## config.mk

```make
export PLATFORM = sky130hd
export DESIGN_NAME = dd_bcd_chain
export DESIGN_NICKNAME = d
export VERILOG_FILES = /design/src/rtl/dd_bcd_pkg.sv /design/src/rtl/dd_bcd_step.sv /design/src/rtl/dd_bcd_half_reg.sv /design/src/rtl/dd_bcd_stage.sv /design/src/rtl/dd_bcd_chain.sv
export SDC_FILE = /design/constraint.sdc
export NUM_CORES = 1
export LEC_CHECK = 0
export BUFFER_PORTS_ARGS = -buffer_cell sky130_fd_sc_hd__buf_4
export CAP_MARGIN = 20
export CORE_ASPECT_RATIO = 0.8
export CORE_UTILIZATION = 41
export CTS_BUF_LIST = sky130_fd_sc_hd__clkbuf_4 sky130_fd_sc_hd__clkbuf_8
export DETAILED_ROUTE_END_ITERATION = 7
export PLACE_DENSITY_LB_ADDON = 0.1
export SLEW_MARGIN = 20
export SYNTH_ARGS = -nofsm -noshare
export SYNTH_HDL_FRONTEND = slang
export SYNTH_HIERARCHICAL = 1
export SYNTH_SLANG_ARGS = --single-unit
```

## constraint.sdc

```tcl
create_clock -name clk -period 2.5 [get_ports clk]
set_input_delay 0.375 -clock clk [delete_from_list [all_inputs] [get_ports clk]]
set_output_delay 0.375 -clock clk [all_outputs]
set_load 0.01 [all_outputs]
```

## src/rtl/dd_bcd_pkg.sv

```systemverilog
`timescale 1ns/1ps
package dd_bcd_pkg;
  localparam int unsigned DIGIT_W = 4;
  typedef logic [DIGIT_W-1:0] digit_t;
  localparam digit_t DIGIT_TOP = digit_t'(9);

  typedef enum logic {
    EDGE_RISE = 1'b0,
    EDGE_FALL = 1'b1
  } edge_sel_e;

  function automatic logic is_legal(input digit_t d);
    return d <= DIGIT_TOP;
  endfunction
endpackage

```

## src/rtl/dd_bcd_step.sv

```systemverilog
`timescale 1ns/1ps
module dd_bcd_step
  import dd_bcd_pkg::*;
(
  input  digit_t cur,
  output digit_t nxt,
  output logic   at_top,
  output logic   bad_code
);
  // The top code and every illegal code fold to zero on the next count.
  always_comb begin
    at_top   = (cur == DIGIT_TOP);
    bad_code = !is_legal(cur);
    if (at_top || bad_code) nxt = '0;
    else                    nxt = digit_t'(cur + digit_t'(1));
  end
endmodule

```

## src/rtl/dd_bcd_half_reg.sv

```systemverilog
`timescale 1ns/1ps
module dd_bcd_half_reg
  import dd_bcd_pkg::*;
#(
  parameter edge_sel_e EDGE = EDGE_RISE
) (
  input  logic   clk,
  input  logic   clr,
  input  logic   en,
  input  digit_t d,
  output digit_t half_q
);
  // One half of the split state; the parameter picks which clock edge loads it.
  generate
    if (EDGE == EDGE_FALL) begin : g_fall
      always_ff @(negedge clk or posedge clr) begin
        if (clr)     half_q <= '0;
        else if (en) half_q <= d;
      end
    end else begin : g_rise
      always_ff @(posedge clk or posedge clr) begin
        if (clr)     half_q <= '0;
        else if (en) half_q <= d;
      end
    end
  endgenerate
endmodule

```

## src/rtl/dd_bcd_stage.sv

```systemverilog
`timescale 1ns/1ps
module dd_bcd_stage
  import dd_bcd_pkg::*;
(
  input  logic   clk,
  input  logic   clr,
  input  logic   ce,
  output digit_t digit,
  output logic   tc,
  output logic   ceo
);
  digit_t rise_half, fall_half;
  digit_t nxt_digit, rise_d, fall_d;
  logic   at_top, bad_code;

  dd_bcd_step u_step (
    .cur     (digit),
    .nxt     (nxt_digit),
    .at_top  (at_top),
    .bad_code(bad_code)
  );

  // Visible digit is the XOR of both halves. Each half loads the value that
  // makes the XOR equal the next digit, given the other half's present value.
  assign digit  = rise_half ^ fall_half;
  assign rise_d = nxt_digit ^ fall_half;
  assign fall_d = nxt_digit ^ rise_half;

  dd_bcd_half_reg #(.EDGE(EDGE_RISE)) u_rise (
    .clk   (clk),
    .clr   (clr),
    .en    (ce),
    .d     (rise_d),
    .half_q(rise_half)
  );

  dd_bcd_half_reg #(.EDGE(EDGE_FALL)) u_fall (
    .clk   (clk),
    .clr   (clr),
    .en    (ce),
    .d     (fall_d),
    .half_q(fall_half)
  );

  assign tc  = at_top;
  assign ceo = at_top & ce;

  // ---------------- checks kept beside the stage logic ----------------
  // Shadow of the pre-edge digit and enable, taken at each edge polarity and
  // compared at the opposite edge against the digit that edge produced.
  digit_t pre_r_q, pre_f_q;
  logic   pre_r_en, pre_f_en, pre_r_vld, pre_f_vld;

  always_ff @(posedge clk or posedge clr) begin
    if (clr) begin
      pre_r_q   <= '0;
      pre_r_en  <= 1'b0;
      pre_r_vld <= 1'b0;
    end else begin
      pre_r_q   <= digit;
      pre_r_en  <= ce;
      pre_r_vld <= 1'b1;
    end
  end

  always_ff @(negedge clk or posedge clr) begin
    if (clr) begin
      pre_f_q   <= '0;
      pre_f_en  <= 1'b0;
      pre_f_vld <= 1'b0;
    end else begin
      pre_f_q   <= digit;
      pre_f_en  <= ce;
      pre_f_vld <= 1'b1;
    end
  end

  // Result of the rising edge, seen at the following falling edge.
  always @(negedge clk) begin
    if (!clr && pre_r_vld) begin
      if (!pre_r_en)
        a_r4_hold_rise: assert (digit == pre_r_q);
      else if (pre_r_q > DIGIT_TOP)
        a_r9_recover_rise: assert (digit == '0);
      else if (pre_r_q == DIGIT_TOP)
        a_r5_wrap_rise: assert (digit == '0);
      else
        a_r2_step_rise: assert (digit == digit_t'(pre_r_q + digit_t'(1)));
    end
  end

  // Result of the falling edge, seen at the following rising edge.
  always @(posedge clk) begin
    if (!clr && pre_f_vld) begin
      if (!pre_f_en)
        a_r4_hold_fall: assert (digit == pre_f_q);
      else if (pre_f_q > DIGIT_TOP)
        a_r9_recover_fall: assert (digit == '0);
      else if (pre_f_q == DIGIT_TOP)
        a_r5_wrap_fall: assert (digit == '0);
      else
        a_r3_step_fall: assert (digit == digit_t'(pre_f_q + digit_t'(1)));
    end
  end

  a_r1_cleared: assert property (@(posedge clk) clr |-> (digit == '0 && !tc && !ceo));
  a_r6_no_tc_on_bad: assert property (@(posedge clk) disable iff (clr) bad_code |-> !tc);
  a_r7_ceo_needs_ce: assert property (@(posedge clk) disable iff (clr) ceo |-> (ce && digit == DIGIT_TOP));
endmodule

```

## src/rtl/dd_bcd_chain.sv

```systemverilog
`timescale 1ns/1ps
module dd_bcd_chain
  import dd_bcd_pkg::*;
#(
  parameter int unsigned DIGITS = 3
) (
  input  logic                      clk,
  input  logic                      clr,
  input  logic                      cnt_en,
  output logic [DIGITS*DIGIT_W-1:0] count,
  output logic [DIGITS-1:0]         tc,
  output logic [DIGITS-1:0]         ceo
);
  logic [DIGITS-1:0] stage_ce;
  digit_t            stage_digit [DIGITS];

  genvar k;
  generate
    for (k = 0; k < DIGITS; k++) begin : g_stage
      if (k == 0) begin : g_head
        assign stage_ce[k] = cnt_en;
      end else begin : g_link
        assign stage_ce[k] = ceo[k-1];

        // a stage only advances while its neighbour below sits at 9 and is enabled.
        a_r8_carry_in: assert property (@(posedge clk) disable iff (clr)
          stage_ce[k] |-> (stage_digit[k-1] == DIGIT_TOP && stage_ce[k-1]));
      end

      dd_bcd_stage u_stage (
        .clk  (clk),
        .clr  (clr),
        .ce   (stage_ce[k]),
        .digit(stage_digit[k]),
        .tc   (tc[k]),
        .ceo  (ceo[k])
      );

      assign count[k*DIGIT_W +: DIGIT_W] = stage_digit[k];
    end
  endgenerate
endmodule

```

==> summary.txt, run 1 <==
Status
  – Run status: complete, but fails checks
  – Failing checks: negative setup slack

Route
  – Vias per Instance: 4.512
  – Routed len/inst: 14.14 um
  – Via count: 1,277
  – Routed wire length: 4002 um
  – Initial drt markers: 29
  – Drt drc: 0
  – Number of routed nets with antenna violations: 0
  – DR pass1 iterations: 3

Yosys
  – Yosys Warn Count: 6
  – Post-synthesis cell count: 138
  – Synth Cell Area: 0.001618 sq mm
  – Syn_nets: 150
  – Syn_area_per_cell: 11.72 sq um

Global routing
  – Met2 Use GR: 37.38%
  – GR met3 Demand/Resource: 4.522%
  – Overall Global Routing Usage: 19.84%
  – Global routing's busiest layer: met2
  – GR met1 Demand/Resource: 23.32%
  – Initial antenna violation count: 0
  – Global route overflow: 0
  – Number of global-route vias before repair: 1,379
  – First-pass GRT wire length: 6258 um
  – Pin count of the biggest net entering global routing: 13

Placement
  – Post-DP HPWL: 2705 um
  – I/O Buffers: 20
  – Post-Place Worst Slack: -0.7692 ns
  – Routability cong.: 0.7313

STA
  – RSZ-0062 raised after global routing: true
  – # setup viols final: 42
  – Final max-slew violation count: 0
  – Final WS setup: -0.9977 ns
  – Worst-margin pin slew: 0.2614 ns
  – Post-route setup TNS: -25.81 ns
  – Clock skew: 0.01440 ns
  – Worst slew margin: 82.56%
  – Final hold viol count: 0

Pwr
  – Internal: 2555 uW
  – Maximum vdd drop: 0.9497 mV
  – Power, Total: 4093 uW
  – Clock share of power: 5.4%
  – P_sw: 1538 uW
  – Comb power frac: 78.5%
  – Sequential share of power: 16.1%
  – Leakage power: 0.001460 uW
  – Net Sw Frac: 37.58%
  – Pwr per Cell Area: 1491 mW/mm^2

Floorplan
  – Row Count: 20
  – Area of the core region: 0.003779 sq mm
  – Initial core utilization: 42.81%
  – Die width: 72.23 um
  – I/O pins: 21
  – Height of the die: 58.19 um
  – Die area: 0.004203 sq mm

Cells and area
  – Diodes inserted: 0
  – Layout cells sized above 1: 72.37%
  – Layout area overhead: 69.68%
  – Total Nets Final: 242
  – Footprint of the multi-input gates: 0.001221 sq mm
  – Reg area: 600.6 sq um
  – Fill cells: 253

Clocking
  – Cts bufs inserted: 3
  – Clk root buf: clkbuf_8
  – Reg clk slew, reported paths: 0.08 ns
  – Clk Latency, worst-skew pair: 0.27 ns
  – Clk buf depth: 2
  – CTS tree: done
  – Htree depth: 1
  – CTS Sinks: 24

Critical path
  – Crit path kind: reg -> out
  – Worst EP required: 2.12 ns
  – Crit Path Max Fanout: 3
  – Crit. End Element: output pin
  – CP arrival: 3.12 ns
  – Startpoint types: flip-flop

Run
  – Max-cap viol count: 0

Min path
  – Worst hold path class: in -> async
final timing paths:
| path | start | endpoint | slack [ns] | cells past startpoint |
|---|---|---|---|---|
| max | g_stage[0].u_stage/u_fall/half_q[1]$_DFFE_NP0P_ | ceo[2] | -1.0 | 8 |
| min | clr | g_stage[1].u_stage/u_rise/half_q[1]$_DFFE_PP0P_ | 0.03 | 2 |
| max reg2reg | g_stage[0].u_stage/u_fall/half_q[0]$_DFFE_NP0P_ | g_stage[0].u_stage/u_rise/half_q[2]$_DFFE_PP0P_ | -0.75 | 9 |
| min reg2reg | g_stage[1].u_stage/u_fall/half_q[2]$_DFFE_NP0P_ | g_stage[1].u_stage/u_fall/half_q[2]$_DFFE_NP0P_ | 0.57 | 1 |
| max in group asynchronous | clr | g_stage[0].u_stage/u_fall/half_q[1]$_DFFE_NP0P_ | 1.11 | 2 |
| min in group clk | g_stage[1].u_stage/u_fall/half_q[2]$_DFFE_NP0P_ | g_stage[1].u_stage/u_fall/half_q[2]$_DFFE_NP0P_ | 0.57 | 1 |
registers in the layout, indices dropped and copies added, names as in the netlist:
register and flops:
g_stage.u_stage/u_rise/half_q 12, g_stage.u_stage/u_fall/half_q 12
worst max-delay path: stages (launching register included):
cell	delay [ns]
dfrtn_1	0.45
xor2_2	0.19
inv_2	0.07
ha_4	0.16
and3b_2	0.19
and2_4	0.14
and2_4	0.14
and2_4	0.14
buf_6	0.11
placed cells by master (no fill, tap or decap):
cell and n:
o21ai_2 1, inv_4 1, and3b_2 3, buf_8 1, and2_4 9, inv_1 7
xor2_2 11, ha_2 2, buf_4 58, dfrtp_1 12, mux2_2 15, nor2b_1 3
a32o_2 3, a21oi_2 3, nor2_1 3, ha_1 1, ha_4 6, nand2b_4 3
inv_2 4, o21ai_4 2, clkbuf_8 3, mux2_4 12, buf_6 28, xor2_1 25
dfrtn_1 12
per-layer routing:
metal | vias to the layer above | wire [um]
met3 | 2 | 91
met4 | 0 | 16
met1 | 642 | 1715
met2 | 14 | 2179
met5 | - | 0
li1 | 619 | -
layout make-up:
type	instances	share of cell area [%]
inverters	12	1.732
flip-flops and latches	24	21.88
multi-input cells	102	44.48
repair buffers	87	27.89
clock buffers	3	1.504
well taps	55	2.507
timing repair:
action,CTS,global route
pin swaps,21,19
buffers inserted,21,17
gates cloned,0,0
hold buffers,0,0
endpoints found under the setup margin,42,42
hold endpoints to repair,0,0
gates resized for setup,54,20
through the flow:
step / cell area, sq um / cells / util, % / hold slack [ns]
global placement: 2238 / 254 / 59.24 / 0.3173
CTS: 2596 / 274 / 68.71 / 0.03145
finish: 2745 / 283 / 72.65 / 0.03153
floorplan: 1699 / 138 / - / 0.1411
global route: 2745 / 283 / 72.65 / 0.03606
detailed placement: 2238 / 254 / 59.24 / 0.3165
power by group through the flow:
stage                     registers (uW)  clock network (uW)  logic, uW
after floorplan                      664                   0       1420
after global placement               643                   0       2240
after detailed placement             654                   0       2330
after CTS                            652                 230       2930
after global routing                 672                 251       3480
final                                657                 222       3210
Note: power is estimated with default switching activity, not from simulation.
==> run 2: changes to the inputs <==
==> constraint.sdc (replaced) <==
create_clock -name clk -period 3.7 [get_ports clk]
set_input_delay 0.555 -clock clk [delete_from_list [all_inputs] [get_ports clk]]
set_output_delay 0.555 -clock clk [all_outputs]
set_load 0.01 [all_outputs]
==> summary.txt, run 2 (synthesis gave the netlist of run 1 again) <==
Status
  – Run status: complete, but fails checks
  – Failing checks: negative setup slack

Cells and area
  – Commonest non-fill, non-tap cell in the layout: buf_4
  – Fill cells: 244
  – Final non-filler cell total: 273
  – Layout area overhead: 65.43%
  – Total Nets Final: 232
  – Largest registers: g_stage.u_stage/u_fall/half_q: 12 flops, g_stage.u_stage/u_rise/half_q: 12 flops
  – Footprint of the multi-input gates: 0.001259 sq mm
  – Diodes inserted: 0
  – Layout cells sized above 1: 71.10%
  – Commonest non-fill, non-tap cells in the layout: 59 x buf_4, 27 x xor2_1, 22 x mux2_4, 17 x buf_6
  – Reg area: 600.6 sq um
  – Post-route cell area: 0.002676 sq mm
  – Fin util: 70.83%

STA
  – Clock skew: 0.01531 ns
  – # setup viols final: 31
  – Final WS setup: -0.5536 ns
  – Worst-margin pin slew: 0.3056 ns
  – Worst slew margin: 79.56%
  – Final hold viol count: 0
  – Final max-slew violation count: 0
  – Post-route setup TNS: -6.210 ns
  – RSZ-0062 raised after global routing: true

Floorplan
  – Die width: 72.23 um
  – Die area: 0.004203 sq mm
  – I/O pins: 21
  – Row Count: 20
  – Initial core utilization: 42.81%
  – Height of the die: 58.19 um
  – Area of the core region: 0.003779 sq mm

Placement
  – Placed Cells: 245
  – DP Area: 0.002146 sq mm
  – Post-DP HPWL: 2656 um
  – I/O Buffers: 20
  – Routability cong.: 0.8203

Critical path
  – Worst EP required: 3.14 ns
  – Crit path kind: reg -> out
  – FF-to-FF Start: g_stage[2].u_stage/u_rise/half_q[0]$_DFFE_PP0P_
  – CP arrival: 3.70 ns
  – Crit Path Max Fanout: 3
  – Crit. End Element: output pin
  – Setup crit start: g_stage[0].u_stage/u_fall/half_q[1]$_DFFE_NP0P_
  – Startpoint types: flip-flop

Global routing
  – Pin count of the biggest net entering global routing: 13
  – Number of global-route vias before repair: 1,310
  – Overall Global Routing Usage: 18.89%
  – Global route overflow: 0
  – Initial antenna violation count: 0
  – First-pass GRT wire length: 6003 um

Route
  – Vias per Instance: 4.531
  – DR pass1 iterations: 5
  – Via count: 1,237
  – Routed len/inst: 14.66 um
  – Routed wire length: 4001 um
  – Drt drc: 0
  – Initial drt markers: 25
  – Number of routed nets with antenna violations: 0

Pwr
  – Leakage power: 0.001409 uW
  – Maximum vdd drop: 0.7238 mV
  – Power, Total: 2710 uW
  – Pwr per Cell Area: 1013 mW/mm^2

Min path
  – Worst hold path class: in -> async

Clocking
  – Clk buf depth: 2
  – CTS tree: done
  – Reg clk slew, reported paths: 0.08 ns
  – CTS Sinks: 24
  – Clk Latency, worst-skew pair: 0.27 ns
  – Clk root buf: clkbuf_8
  – Htree depth: 1
  – Hold Buf Count CTS: 0
  – Cts bufs inserted: 3

Run
  – Max-cap viol count: 0
==> run 2: cell count changes in the layout (fill, tap and decap cells not counted), moves of 2 or more <==
cell,delta
xor2_2,-2
mux2_2,-10
xor2_1,+2
mux2_4,+10
inv_2,-2
buf_6,-11
nor2_2,+2
nor2_1,-2
inv_4,+2
==> run 2: report_power, final <==
group / internal, uW / switching (uW)
Sequential: 357 / 84.7
Combinational: 1250 / 875
Clock: 72.6 / 76.6
==> run 2: layout make-up <==
cell class / count / area share [%]
Tap cell: 55 / 2.571
Multi-Input combinational cell: 102 / 47.03
Timing Repair Buffer: 77 / 24.45
Clock buffer: 3 / 1.543
Sequential cell: 24 / 22.44
Inverter: 12 / 1.964
==> run 2: routing by layer <==
layer | vias up | wire [um] | share of wire, % | global-route usage (%)
li1 | 605 | - | - | -
met1 | 610 | 1768 | 44 | 22.64
met2 | 18 | 2111 | 53 | 36.18
met3 | 4 | 86 | 2.1 | 3.304
met4 | 0 | 34 | 0.85 | 2.521
met5 | - | 0 | 0 | 0
==> run 2: per-stage QoR <==
stage          setup WS (ns)  hold WS [ns]
3_3_place_gp         -0.2871        0.5026
2_1_floorplan        -0.4672        0.3211
5_1_grt              -0.6082        0.2247
6_report             -0.5536        0.2240
3_5_place_dp         -0.3096        0.5095
4_1_cts              -0.5483        0.2210
==> run 2: final timing paths <==
| check | to | slack, ns | cells past startpoint |
|---|---|---|---|
| worst max-delay path | ceo[2] | -0.55 | 8 |
| worst min-delay path | g_stage[2].u_stage/u_rise/half_q[3]$_DFFE_PP0P_ | 0.22 | 2 |
| worst max register to register | g_stage[2].u_stage/u_fall/half_q[2]$_DFFE_NP0P_ | -0.23 | 9 |
| worst min register to register | g_stage[2].u_stage/u_fall/half_q[3]$_DFFE_NP0P_ | 0.55 | 1 |
| max in group asynchronous | g_stage[1].u_stage/u_fall/half_q[3]$_DFFE_NP0P_ | 1.52 | 2 |
| min in group clk | g_stage[2].u_stage/u_fall/half_q[3]$_DFFE_NP0P_ | 0.55 | 1 |
==> run 2: timing repair <==
item	4_1_cts	5_1_grt
setup endpoints to repair	28	33
gates resized for setup	51	33
setup buffers	21	14
pin swaps	16	18
cloned	0	0
==> run 2: critical path, stage by stage (launching register included) <==
cell	delay, ns
dfrtn_1	0.46
xor2_2	0.15
inv_1	0.07
ha_2	0.17
and3b_2	0.20
and2_4	0.14
and2_4	0.14
and2_4	0.13
buf_6	0.11
